<file path="src/rtl/adc_seq_pkg.sv">
package adc_seq_pkg;

    localparam int CHAN_W = 3;
    localparam int CODE_W = 8;

    typedef enum logic [2:0] {
        SQ_IDLE,
        SQ_LATCH,
        SQ_START_HI,
        SQ_START_LO,
        SQ_WAIT_LO,
        SQ_WAIT_HI,
        SQ_READ,
        SQ_DONE
    } seq_state_t;

    typedef struct packed {
        logic [CHAN_W-1:0] chan;
        logic [CODE_W-1:0] code;
    } sample_t;

    function automatic int max3(input int a, input int b, input int c);
        int m;
        m = (a > b) ? a : b;
        return (m > c) ? m : c;
    endfunction

    function automatic logic in_wait(input seq_state_t s);
        return (s == SQ_WAIT_LO) || (s == SQ_WAIT_HI);
    endfunction

endpackage

</file>
<file path="src/rtl/adc_clk_div.sv">
module adc_clk_div #(
    parameter int HALF = 200
) (
    input  logic clk,
    input  logic rst,
    output logic clk_o
);
    localparam int W = $clog2(HALF + 1);
    localparam logic [W-1:0] LAST = W'(HALF - 1);

    logic [W-1:0] cnt;

    always_ff @(posedge clk) begin
        if (rst) begin
            cnt   <= '0;
            clk_o <= 1'b0;
        end else if (cnt == LAST) begin
            cnt   <= '0;
            clk_o <= ~clk_o;
        end else begin
            cnt <= cnt + 1'b1;
        end
    end
endmodule

</file>
<file path="src/rtl/adc_sync2.sv">
module adc_sync2 #(
    parameter int             W       = 1,
    parameter logic [W-1:0]   RST_VAL = '1
) (
    input  logic         clk,
    input  logic         rst,
    input  logic [W-1:0] d,
    output logic [W-1:0] q
);
    logic [W-1:0] meta;

    always_ff @(posedge clk) begin
        if (rst) begin
            meta <= RST_VAL;
            q    <= RST_VAL;
        end else begin
            meta <= d;
            q    <= meta;
        end
    end
endmodule

</file>
<file path="src/rtl/adc_step_cnt.sv">
module adc_step_cnt #(
    parameter int W = 8
) (
    input  logic         clk,
    input  logic         rst,
    input  logic         clr,
    input  logic         en,
    output logic [W-1:0] cnt
);
    always_ff @(posedge clk) begin
        if (rst || clr) begin
            cnt <= '0;
        end else if (en) begin
            cnt <= cnt + 1'b1;
        end
    end
endmodule

</file>
<file path="src/rtl/adc_seq_ctrl.sv">
module adc_seq_ctrl
    import adc_seq_pkg::*;
#(
    parameter int DIV_HALF    = 200,
    parameter int TIMEOUT_CYC = 52000,
    parameter int OE_CYCLES   = 4
) (
    input  logic              clk,
    input  logic              rst,
    input  logic              req,
    input  logic [CHAN_W-1:0] req_chan,
    output logic              busy,
    output logic              res_valid,
    output logic [CODE_W-1:0] res_data,
    output logic [CHAN_W-1:0] res_chan,
    output logic              err_timeout,
    output logic              adc_clk,
    output logic [CHAN_W-1:0] adc_addr,
    output logic              adc_ale,
    output logic              adc_start,
    output logic              adc_oe,
    input  logic              adc_eoc,
    input  logic [CODE_W-1:0] adc_data
);
    localparam int STROBE = 2 * DIV_HALF;
    localparam int CNT_W  = $clog2(max3(STROBE, TIMEOUT_CYC, OE_CYCLES) + 1);
    localparam logic [CNT_W-1:0] STROBE_LAST = CNT_W'(STROBE - 1);
    localparam logic [CNT_W-1:0] TO_LAST     = CNT_W'(TIMEOUT_CYC - 1);
    localparam logic [CNT_W-1:0] OE_LAST     = CNT_W'(OE_CYCLES - 1);

    seq_state_t        state, nxt;
    logic [CNT_W-1:0]  cnt;
    logic              cnt_clr, err_set, capture, eoc_s;
    logic [CHAN_W-1:0] chan_q;
    sample_t           res_q;
    logic              err_q;

    adc_clk_div #(.HALF(DIV_HALF)) u_div (
        .clk(clk), .rst(rst), .clk_o(adc_clk)
    );

    adc_sync2 #(.W(1), .RST_VAL(1'b1)) u_eoc_sync (
        .clk(clk), .rst(rst), .d(adc_eoc), .q(eoc_s)
    );

    adc_step_cnt #(.W(CNT_W)) u_cnt (
        .clk(clk), .rst(rst), .clr(cnt_clr),
        .en(state != SQ_IDLE), .cnt(cnt)
    );

    always_comb begin
        nxt     = state;
        cnt_clr = 1'b0;
        err_set = 1'b0;
        capture = 1'b0;
        unique case (state)
            SQ_IDLE: if (req) begin
                nxt = SQ_LATCH; cnt_clr = 1'b1;
            end
            SQ_LATCH: if (cnt == STROBE_LAST) begin
                nxt = SQ_START_HI; cnt_clr = 1'b1;
            end
            SQ_START_HI: if (cnt == STROBE_LAST) begin
                nxt = SQ_START_LO; cnt_clr = 1'b1;
            end
            SQ_START_LO: if (cnt == STROBE_LAST) begin
                nxt = SQ_WAIT_LO; cnt_clr = 1'b1;
            end
            SQ_WAIT_LO: begin
                if (!eoc_s) begin
                    nxt = SQ_WAIT_HI;
                end else if (cnt == TO_LAST) begin
                    nxt = SQ_IDLE; err_set = 1'b1;
                end
            end
            SQ_WAIT_HI: begin
                if (eoc_s) begin
                    nxt = SQ_READ; cnt_clr = 1'b1;
                end else if (cnt == TO_LAST) begin
                    nxt = SQ_IDLE; err_set = 1'b1;
                end
            end
            SQ_READ: if (cnt == OE_LAST) begin
                nxt = SQ_DONE; capture = 1'b1;
            end
            SQ_DONE: nxt = SQ_IDLE;
            default: nxt = SQ_IDLE;
        endcase
    end

    always_ff @(posedge clk) begin
        if (rst) begin
            state  <= SQ_IDLE;
            chan_q <= '0;
            res_q  <= '0;
            err_q  <= 1'b0;
        end else begin
            state <= nxt;
            err_q <= err_set;
            if (state == SQ_IDLE && req) chan_q <= req_chan;
            if (capture) begin
                res_q.chan <= chan_q;
                res_q.code <= adc_data;
            end
        end
    end

    assign busy        = (state != SQ_IDLE);
    assign adc_addr    = chan_q;
    assign adc_ale     = (state == SQ_LATCH);
    assign adc_start   = (state == SQ_START_HI);
    assign adc_oe      = (state == SQ_READ);
    assign res_valid   = (state == SQ_DONE);
    assign res_data    = res_q.code;
    assign res_chan    = res_q.chan;
    assign err_timeout = err_q;
endmodule

</file>
<file path="config.mk">
export PLATFORM = sky130hd
export DESIGN_NAME = adc_seq_ctrl
export DESIGN_NICKNAME = d
export VERILOG_FILES = /design/src/rtl/adc_seq_pkg.sv /design/src/rtl/adc_clk_div.sv /design/src/rtl/adc_sync2.sv /design/src/rtl/adc_step_cnt.sv /design/src/rtl/adc_seq_ctrl.sv
export SDC_FILE = /design/constraint.sdc
export NUM_CORES = 1
export LEC_CHECK = 0
export BUFFER_PORTS_ARGS = -buffer_cell sky130_fd_sc_hd__buf_2
export CORE_ASPECT_RATIO = 0.8
export CORE_MARGIN = 2
export CORE_UTILIZATION = 59
export CTS_CLUSTER_DIAMETER = 100
export DETAILED_ROUTE_END_ITERATION = 12
export GPL_TIMING_DRIVEN = 0
export PLACE_DENSITY = 0.82
export SYNTH_ARGS = -nofsm -noshare
export SYNTH_HDL_FRONTEND = slang
export SYNTH_HIERARCHICAL = 1
export SYNTH_SLANG_ARGS = --single-unit
</file>
<file path="constraint.sdc">
create_clock -name clk -period 3.3 [get_ports clk]
set_clock_uncertainty 0.1 [all_clocks]
set_input_delay 0.33 -clock clk [delete_from_list [all_inputs] [get_ports clk]]
set_output_delay 0.33 -clock clk [all_outputs]
set_load 0.02 [all_outputs]
</file>
* Word level (Yosys, flattened, before mapping)
Cells that the tools add are included.
** Word-level totals
- Register bits :: 45
- Bits of input ports :: 15
- Output and inout bits :: 21
** Operators by class
- Reduce and logical (&&, ||, !) cells :: 7
- Add/subtract/negate cells :: 2
- Bitwise operators :: 1
- Multiplexer cells :: 19
- Equal/unequal tests :: 16
** Operator list (count)
- two-way mux 3 bit :: 8
- case mux 3 bit (8 select lines) :: 1
- adder 16 x 1 -> 16 bit (second input constant) :: 1
- equality test 16 bit (second input constant) :: 1
- equality test 16 x 2 -> 1 bit (second input constant) :: 1
- equality test 16 x 9 -> 1 bit (second input constant) :: 1
- equality test 3 bit (second input constant) :: 4
- adder 8 x 1 -> 8 bit (second input constant) :: 1
- equality test 8 bit (second input constant) :: 1
- two-way mux 1 bit :: 8
- equality test 3 x 2 -> 1 bit (second input constant) :: 2
- inequality test 2 x 1 -> 1 bit (second input constant) :: 3
- AND reduction 5 bit :: 1
- inequality test 2 bit (second input constant) :: 2
- equality test 3 x 1 -> 1 bit (second input constant) :: 1
- logical NOT 3 bit :: 1
- case mux 1 bit (3 select lines) :: 1
- nonzero test 3 bit :: 1
- OR reduction 3 bit :: 1
- case mux 1 bit (2 select lines) :: 1
- OR reduction 2 bit :: 1
- logical AND 1 bit :: 1
- logical OR 1 bit :: 1
- inverter 1 bit :: 1

* Logic depth before layout (Yosys ltp)
Gate-level depths: netlist (run 1).
- Depth in word-level cells :: 4
- Depth in mapped cells :: 9
- Depth with buffers taken out :: 8

* By module
The synthesis (run 1) kept the hierarchy.
** Modules (own cells, without submodules)
- adc_seq_ctrl :: sequential area each 360.3 um2, area each 925.9 um2, times used 1, cells an instance 106
- adc_step_cnt :: sequential area each 320.3 um2, area each 716.9 um2, times used 1, cells an instance 81
- adc_clk_div :: sequential area each 180.2 um2, area each 386.6 um2, times used 1, cells an instance 41
- adc_sync2 :: sequential area each 40.0 um2, area each 52.6 um2, times used 1, cells an instance 4

* Worst setup path before layout (run 1)
No wires, ideal clock.
- Path kind :: reg-to-reg
- Start :: register state[0]
- End :: register u_cnt.cnt[10]
- Buffers on the path :: 3
- Setup time :: 0.074 ns
- Arrival :: 2.166 ns
- Path slack :: 0.960 ns
- Required time :: 3.126 ns
- Cell stages (with the launch flop) :: 9
- Cells stage by stage :: dfxtp_1 -> clkbuf_1 -> clkbuf_1 -> or3_1 -> and4_1 -> buf_6 -> nand3_4 -> or4_1 -> o21ai_0
** On the way
- Elaborated cells between the ends (all ways) :: 9
** RTL lines
- start, declared :: RTL line adc_seq_ctrl.sv:31 : seq_state_t state, nxt;
- start signal, assigned :: RTL line adc_seq_ctrl.sv:98 : state <= nxt;
- nonzero test 3 bit
- named net busy :: RTL line adc_seq_ctrl.sv:12 : output logic busy,
- end signal, assigned :: RTL line adc_step_cnt.sv:14 : cnt <= cnt + 1'b1;
- end, declared :: RTL line adc_step_cnt.sv:8 : output logic [W-1:0] cnt
The timed path passes the listed nets, and every way through them passes these cells.
A chain may end at the register's enable or synchronous reset.

* Worst setup path in the final report (run 1)
- Start :: register state[0]
- End :: register u_cnt.cnt[10]
** On the way
- Word-level cells in the longest chain between the ends :: 4
- Elaborated cells between the ends (all ways) :: 9
** Ends and longest elaborated chain
- equality test 3 x 1 -> 1 bit / equality test 3 x 2 -> 1 bit (equally long branches) :: RTL line adc_seq_ctrl.sv:56 : unique case (state)
- OR reduction 3 bit (no source line)
- case mux 1 bit (3 select lines) * :: RTL line adc_seq_ctrl.sv:56
- named net cnt_clr :: RTL line adc_seq_ctrl.sv:33 : logic cnt_clr, err_set, capture, eoc_s;
- logical OR 1 bit * :: RTL line adc_step_cnt.sv:11 : if (rst || clr) begin
Mark *: on every way through the listed nets, which the timed path passes. The rest lies on a longest branch.

==> reports/metrics.yaml, run 1 <==
power_and_ir_drop:
  p_switching_mw: 0.237
  p_comb_frac: 0.076
  p_per_area_nw_per_um2: 460
  power_frac_seq: 0.499
  internal_power_mw: 0.887
  ir_worst_vdd_uv: 318
  p_clk_frac: 0.425
  cellLeakagePower_nw: 1.02
  swShare: 0.211
sta:
  fin_crit_ns: 2.79
  maxSlewHeadroom: 0.526
  rsz0062_at_grt: "no"
  setup_tns_ns: 0
  clock.fmax_ghz: 0.359
  worst_pin_slew_ns: 0.711
  fin_crit_sh: 0.845
  setup_viol: 0
  slew_viol_final: 0
  hold_viol: 0
routing:
  via_count: 1844
  drc_errors: 0
  wire_per_inst_um: 13.9
  routed_wl_um: 4410
  first_iter_violations: 201
  drt_first_pass_iters: 4
  viasPerCell: 5.82
  ant_nets: 0
finish:
  syn2layout_area_growth_pct: 17.4
  fin_nets: 291
  antenna_cells: 0
  finalInstanceArea_um2: 2440
  finish.utilization: 0.719
  drive_above_1_share: 0.196
  final_cell_mix: "dfxtp_1, nor2_1, buf_2"
  num-fill-cells: 271
  final_common_cell: "dfxtp_1"
setup_path:
  cp_max_fo: 10
  critPathSlowestCell: "or4_1"
  arrival_ns: 2.90
  cp_data_required_time_ns: 3.41
  end_kind: "register"
  slowest_delay_ns: 0.55
  path_class: "reg -> reg"
  crit_buf_inv: 3
  cp-start-kind: "register"
  crit_chain: "clkbuf_1 > clkbuf_1 > nor2_1 > a31oi_1 > o22ai_1 > or2_2 > clkbuf_1 > or4_1 > o21ai_0"
  crit_top_cell: "clkbuf_1"
  crit_family: "simple AND/OR/NAND/NOR gates"
yosys:
  netlist_area_um2: 2080
  ys_top_cells_by_area: "dfxtp_1, nor2_1, mux2i_1"
  synth-adder-area-share: 0.0120
  syn-instance-count: 232
  async_flop_share: 0
  muxShareOfSynthArea: 0.0721
  synth_compound_area_frac: 0.103
  synth_top_area_frac: 0.433
  ys_seq_elements: 45
  synth_xor_area_frac: 0.0631
  synth_ff_type: "dfxtp_1"
  ys_types: 47
  synth_edf_count: 0
  ys_seq_area_frac: 0.433
  synth_top_family_by_area: "simple AND/OR/NAND/NOR gates"
  syn-num-nets: 249
  synth_top_cell_by_area: "dfxtp_1"
  syn_area_per_cell_um2: 8.97
  yosysWarnings: 6
  yosys.area_share.simple: 0.286
min_path:
  min_path_type: "in -> reg"
global_routing:
  antenna_found_initial: 0
  grt_util_all_layers: 0.229
  grt_pass1_vias: 1568
  grt_overflow_total: 0
  grt_max_degree: 15
  grt_pass1_wl_um: 7200
die:
  ios: 36
  start_util: 0.612
  die_h_um: 57.1
  die_w_um: 70.4
  die_area_um2: 4020
  core-area_um2: 3400
  rows: 19
clock_network:
  numCtsBuffers: 5
  clk_latency_ns: 0.30
  clk_pin_slew_worst_paths_ns: 0.08
  post-cts-setup-buffers: 0
  cts-root-buf: "clkbuf_8"
  cts_tree: "yes"
  cts-hold-fix-buffers: 0
  cts_resized: 0
  cts_sinks: 45
  htree_levels: 2
  clockBufferDepth: 2
placed_design:
  place_congestion: 0.809
  place_area_um2: 2310
  dpl.hpwl_um: 3020
  io_buffers: 35
outcome:
  status: "complete, no violations"
job:
  drv_cap: 0
synthesized netlist by cell type, drive strengths merged (3+ instances only):
cell / n
a21oi: 8
a31oi: 3
and3: 3
and4: 3
buf: 4
clkbuf: 7
dfxtp: 45
inv: 4
mux2i: 15
nand2: 14
nand3: 9
nand4: 7
nor2: 42
nor3: 3
o21ai: 7
or2: 3
or3: 8
or4: 4
xnor2: 4
xor2: 11
sequential cells by signal (all words and copies together), names as in the netlist:
register and count:
err_timeout 1, u_eoc_sync/meta 1, u_div/clk_o 1, state 3, u_cnt/cnt 16, u_div/cnt 8, res_data 8, adc_addr 3
u_eoc_sync/q 1, res_chan 3
layout make-up:
cell class | instances | area (um2) | share of cell area
Tap cell | 42 | 52.6 | 0.0215
Sequential cell | 45 | 901 | 0.369
Buffer | 11 | 48.8 | 0.0200
Timing Repair Buffer | 35 | 175 | 0.0717
Clock buffer | 5 | 68.8 | 0.0282
Multi-Input combinational cell | 172 | 1120 | 0.457
Inverter | 4 | 15.0 | 0.00614
Clock inverter | 3 | 65.1 | 0.0266
final timing paths:
kind                                       from               to  slack [ns]  cells after the start
worst max-delay path                   state[0]    u_cnt/cnt[10]        0.51                      9
worst min register to register  u_eoc_sync/meta     u_eoc_sync/q        0.32                      1
worst min-delay path                    adc_eoc  u_eoc_sync/meta        0.11                      2
worst max register to register         state[0]    u_cnt/cnt[10]        0.51                      9
power by group through the flow:
stage          Combinational, mW  Clock [mW]  Sequential, mW
3_5_place_dp              0.0848           0           0.573
5_1_grt                   0.0953       0.513           0.562
6_report                  0.0853       0.478           0.560
3_3_place_gp              0.0828           0           0.573
4_1_cts                   0.0858       0.488           0.560
2_1_floorplan             0.0553           0           0.575
logic make-up (layout without fill, tap and decap cells):
group,Yosys count,in the layout
xor gates and xnor gates,15,15
and+or+nand+nor,108,108
adders and majority gates,2,2
muxes,15,15
buffers and inverters,15,58
AOI/OAI and AO/OA,32,32
DFF,45,45
layer usage:
metal	part of all wire	wire length (um)	global-route usage	up-vias
li1	-	-	-	916
met1	0.45	2000	0.307	860
met2	0.48	2100	0.360	57
met3	0.056	248	0.0742	11
met4	0.014	63	0.0632	0
met5	0	0	0	-
through the flow:
stage	total power, mW	std cells	worst slack, ns	hold WS [ns]
after floorplan	0.630	232	0.960	0.285
after global placement	0.656	309	0.620	0.305
after detailed placement	0.658	309	0.609	0.300
after CTS	1.13	317	0.547	0.0997
after global routing	1.17	317	0.341	0.0848
final	1.12	317	0.513	0.106
No activity file was read; power rests on OpenSTA's default activity.
==> run 2: changes to the inputs <==
Settings changed: CORE_UTILIZATION 59 to 55, PLACE_DENSITY 0.82 to 0.77.
Clock period 3.3 ns to 2.6 ns, I/O delays scaled along.
==> run 2 against run 1 <==
  * Via count shrank 4.1%
  * First-iteration DRC count fell by 16%
  * Die area is 6.8% higher
  * Worst setup slack worse by 0.33 ns
  * Critical path type unchanged
==> reports/metrics.yaml, run 2 (synthesis gave the netlist of run 1 again) <==
outcome:
  status: "complete, no violations"  # unchanged
setup_path:
  r2r_slack_ns: 0.18  # was 0.51 ns
  r2r-start: "u_cnt/cnt[6]"  # was state[0]
  cp_max_fo: 5  # was 10
  path_class: "reg -> reg"  # unchanged
  cp-start-kind: "register"  # unchanged
  cp_data_required_time_ns: 2.69  # was 3.41 ns
  end_kind: "register"  # unchanged
  arrival_ns: 2.51  # was 2.90 ns
  slowest_delay_ns: 0.58  # was 0.55 ns
  worst-r2r-cell-count: 6  # was 9
  crit_chain: "or4_4 > nor3_4 > buf_4 > a41oi_1 > or4_1 > a32o_1"  # was clkbuf_1 > clkbuf_1 > nor2_1 > a31oi_1 > o22ai_1 > or2_2 > clkbuf_1 > or4_1 > o21ai_0
  crit_family: "simple AND/OR/NAND/NOR gates"  # unchanged
  crit_buf_inv: 1  # was 3
  critPathSlowestCell: "or4_4"  # was or4_1
  rr_endpoint: "state[0]"  # was u_cnt/cnt[10]
global_routing:
  grt_busiest_layer: "met1"  # was met2
  use_met3: 0.0476  # was 0.0742
  grt_util_all_layers: 0.208  # was 0.229
  grt_pass1_vias: 1506  # was 1,568
  grt_overflow_total: 0  # unchanged
  grt_max_degree: 15  # unchanged
  antenna_found_initial: 0  # unchanged
  use_met2: 0.301  # was 0.360
  grt_pass1_wl_um: 6980  # was 7200 um
  gr-usage-met1: 0.306  # was 0.307
finish:
  syn2layout_area_growth_pct: 18.2  # was 17.4%
  ff_latch_area_um2: 901  # unchanged
  antenna_cells: 0  # unchanged
  largest-register: "u_cnt/cnt"  # unchanged
  largest_reg_flops: 16  # unchanged
  drive_above_1_share: 0.211  # was 0.196
  num-fill-cells: 308  # was 271
  fin_nets: 291  # unchanged
  final_cell_mix: "dfxtp_1, nor2_1, buf_2"  # unchanged
  final_common_cell: "dfxtp_1"  # unchanged
  multi_input_area_um2: 1120  # about the same
placed_design:
  dpl.hpwl_um: 3070  # was 3020 um
  place_congestion: 0.827  # was 0.809
  preCtsSetupSlack_ns: -0.119  # was 0.609 ns
  io_buffers: 35  # unchanged
min_path:
  min_to: "u_eoc_sync/meta"  # unchanged
  hp-start: "adc_eoc"  # unchanged
  whs_path_depth: 2  # unchanged
  min_path_type: "in -> reg"  # unchanged
sta:
  setup_slack_ns: 0.182  # was 0.513 ns
  maxSlewHeadroom: 0.533  # was 0.526
  fin_crit_ns: 2.42  # was 2.79 ns
  rsz0062_at_grt: "no"  # unchanged
  slew_viol_final: 0  # unchanged
  fin_crit_sh: 0.930  # was 0.845
  setup_viol: 0  # unchanged
  clock.fmax_ghz: 0.413  # was 0.359 GHz
  hold_viol: 0  # unchanged
  worst_pin_slew_ns: 0.700  # was 0.711 ns
  hold_ws_ns: 0.0420  # was 0.106 ns
routing:
  drt_first_pass_iters: 4  # unchanged
  wire_per_inst_um: 13.3  # was 13.9 um
  ant_nets: 0  # unchanged
  drc_errors: 0  # unchanged
  first_iter_violations: 169  # was 201
  routed_wl_um: 4230  # was 4410 um
  viasPerCell: 5.58  # was 5.82
  via_count: 1769  # was 1,844
die:
  rows: 19  # unchanged
  die_h_um: 59.0  # was 57.1 um
  die_w_um: 72.8  # was 70.4 um
  die_area_um2: 4300  # was 4020 um2
  start_util: 0.592  # was 0.612
  core-area_um2: 3520  # was 3400 um2
  ios: 36  # unchanged
clock_network:
  clk_pin_slew_worst_paths_ns: 0.08  # about the same
  clk_latency_ns: 0.29  # was 0.30 ns
  clockBufferDepth: 2  # unchanged
  cts_sinks: 45  # unchanged
  htree_levels: 2  # unchanged
  cts_tree: "yes"  # unchanged
  cts-root-buf: "clkbuf_8"  # unchanged
  numCtsBuffers: 5  # unchanged
job:
  drv_cap: 0  # unchanged
power_and_ir_drop:
  ir_worst_vdd_uv: 448  # was 318 uV
  cellLeakagePower_nw: 1.04  # was 1.02 nW
  power_mw: 1.43  # was 1.12 mW
  p_per_area_nw_per_um2: 582  # was 460 nW/um2
## run 2: changes by cell type in the layout (fill, tap and decap cells not counted)
cell / previous run / this run
nor2_2: 1 / 0
clkbuf_2: 0 / 1
clkbuf_4: 0 / 1
nor2_4: 0 / 1
clkbuf_1: 7 / 3
buf_4: 0 / 2
## run 2: layout make-up
| type | instances | area share |
|---|---|---|
| multi-input cells | 172 | 0.456 |
| clock inverters | 3 | 0.0264 |
| plain buffers | 9 | 0.0188 |
| well taps | 42 | 0.0214 |
| repair buffers | 37 | 0.0773 |
| flip-flops and latches | 45 | 0.366 |
| inverters | 4 | 0.00610 |
| clock buffers | 5 | 0.0280 |
## run 2: routing by layer
layer / vias up / wire length [um]
met5: - / 0
met4: 0 / 55
met3: 7 / 216
met2: 50 / 1870
met1: 804 / 2090
li1: 908 / -
## run 2: where the power goes
group	switching, mW	internal, mW
sequential	0.0152	0.701
clock	0.230	0.382
combinational	0.0604	0.0437
total	0.306	1.13
## run 2: how the worst max path moves through the flow
stage / startpoint / end / slack [ns] / cells after the start
floorplan: state[0] / u_cnt/cnt[10] / 0.26 / 8
global placement: u_cnt/cnt[6] / u_cnt/cnt[11] / -0.09 / 8
detailed placement: u_cnt/cnt[6] / u_cnt/cnt[3] / -0.12 / 8
CTS: u_cnt/cnt[6] / u_cnt/cnt[12] / 0.002 / 8
global route: state[0] / u_cnt/cnt[10] / 0.09 / 7
finish: u_cnt/cnt[6] / state[0] / 0.18 / 6
## run 2: what timing repair did
| item | CTS | global route |
|---|---|---|
| pin swaps | 0 | 1 |
| setup endpoints to repair | 11 | 12 |
| buffers inserted | 0 | 2 |
| hold buffers | 0 | 0 |
| gates resized for setup | 2 | 3 |
| endpoints found under the hold margin | 0 | 0 |
## run 2: metrics by stage
step,TNS (ns),utilization,cell area (um2),cells
final,0,0.700,2460,317
after global routing,0,0.700,2460,317
after CTS,0,0.694,2440,316
after detailed placement,-1.17,0.656,2310,309
after global placement,-0.853,0.656,2310,309
after floorplan,0,-,2080,232
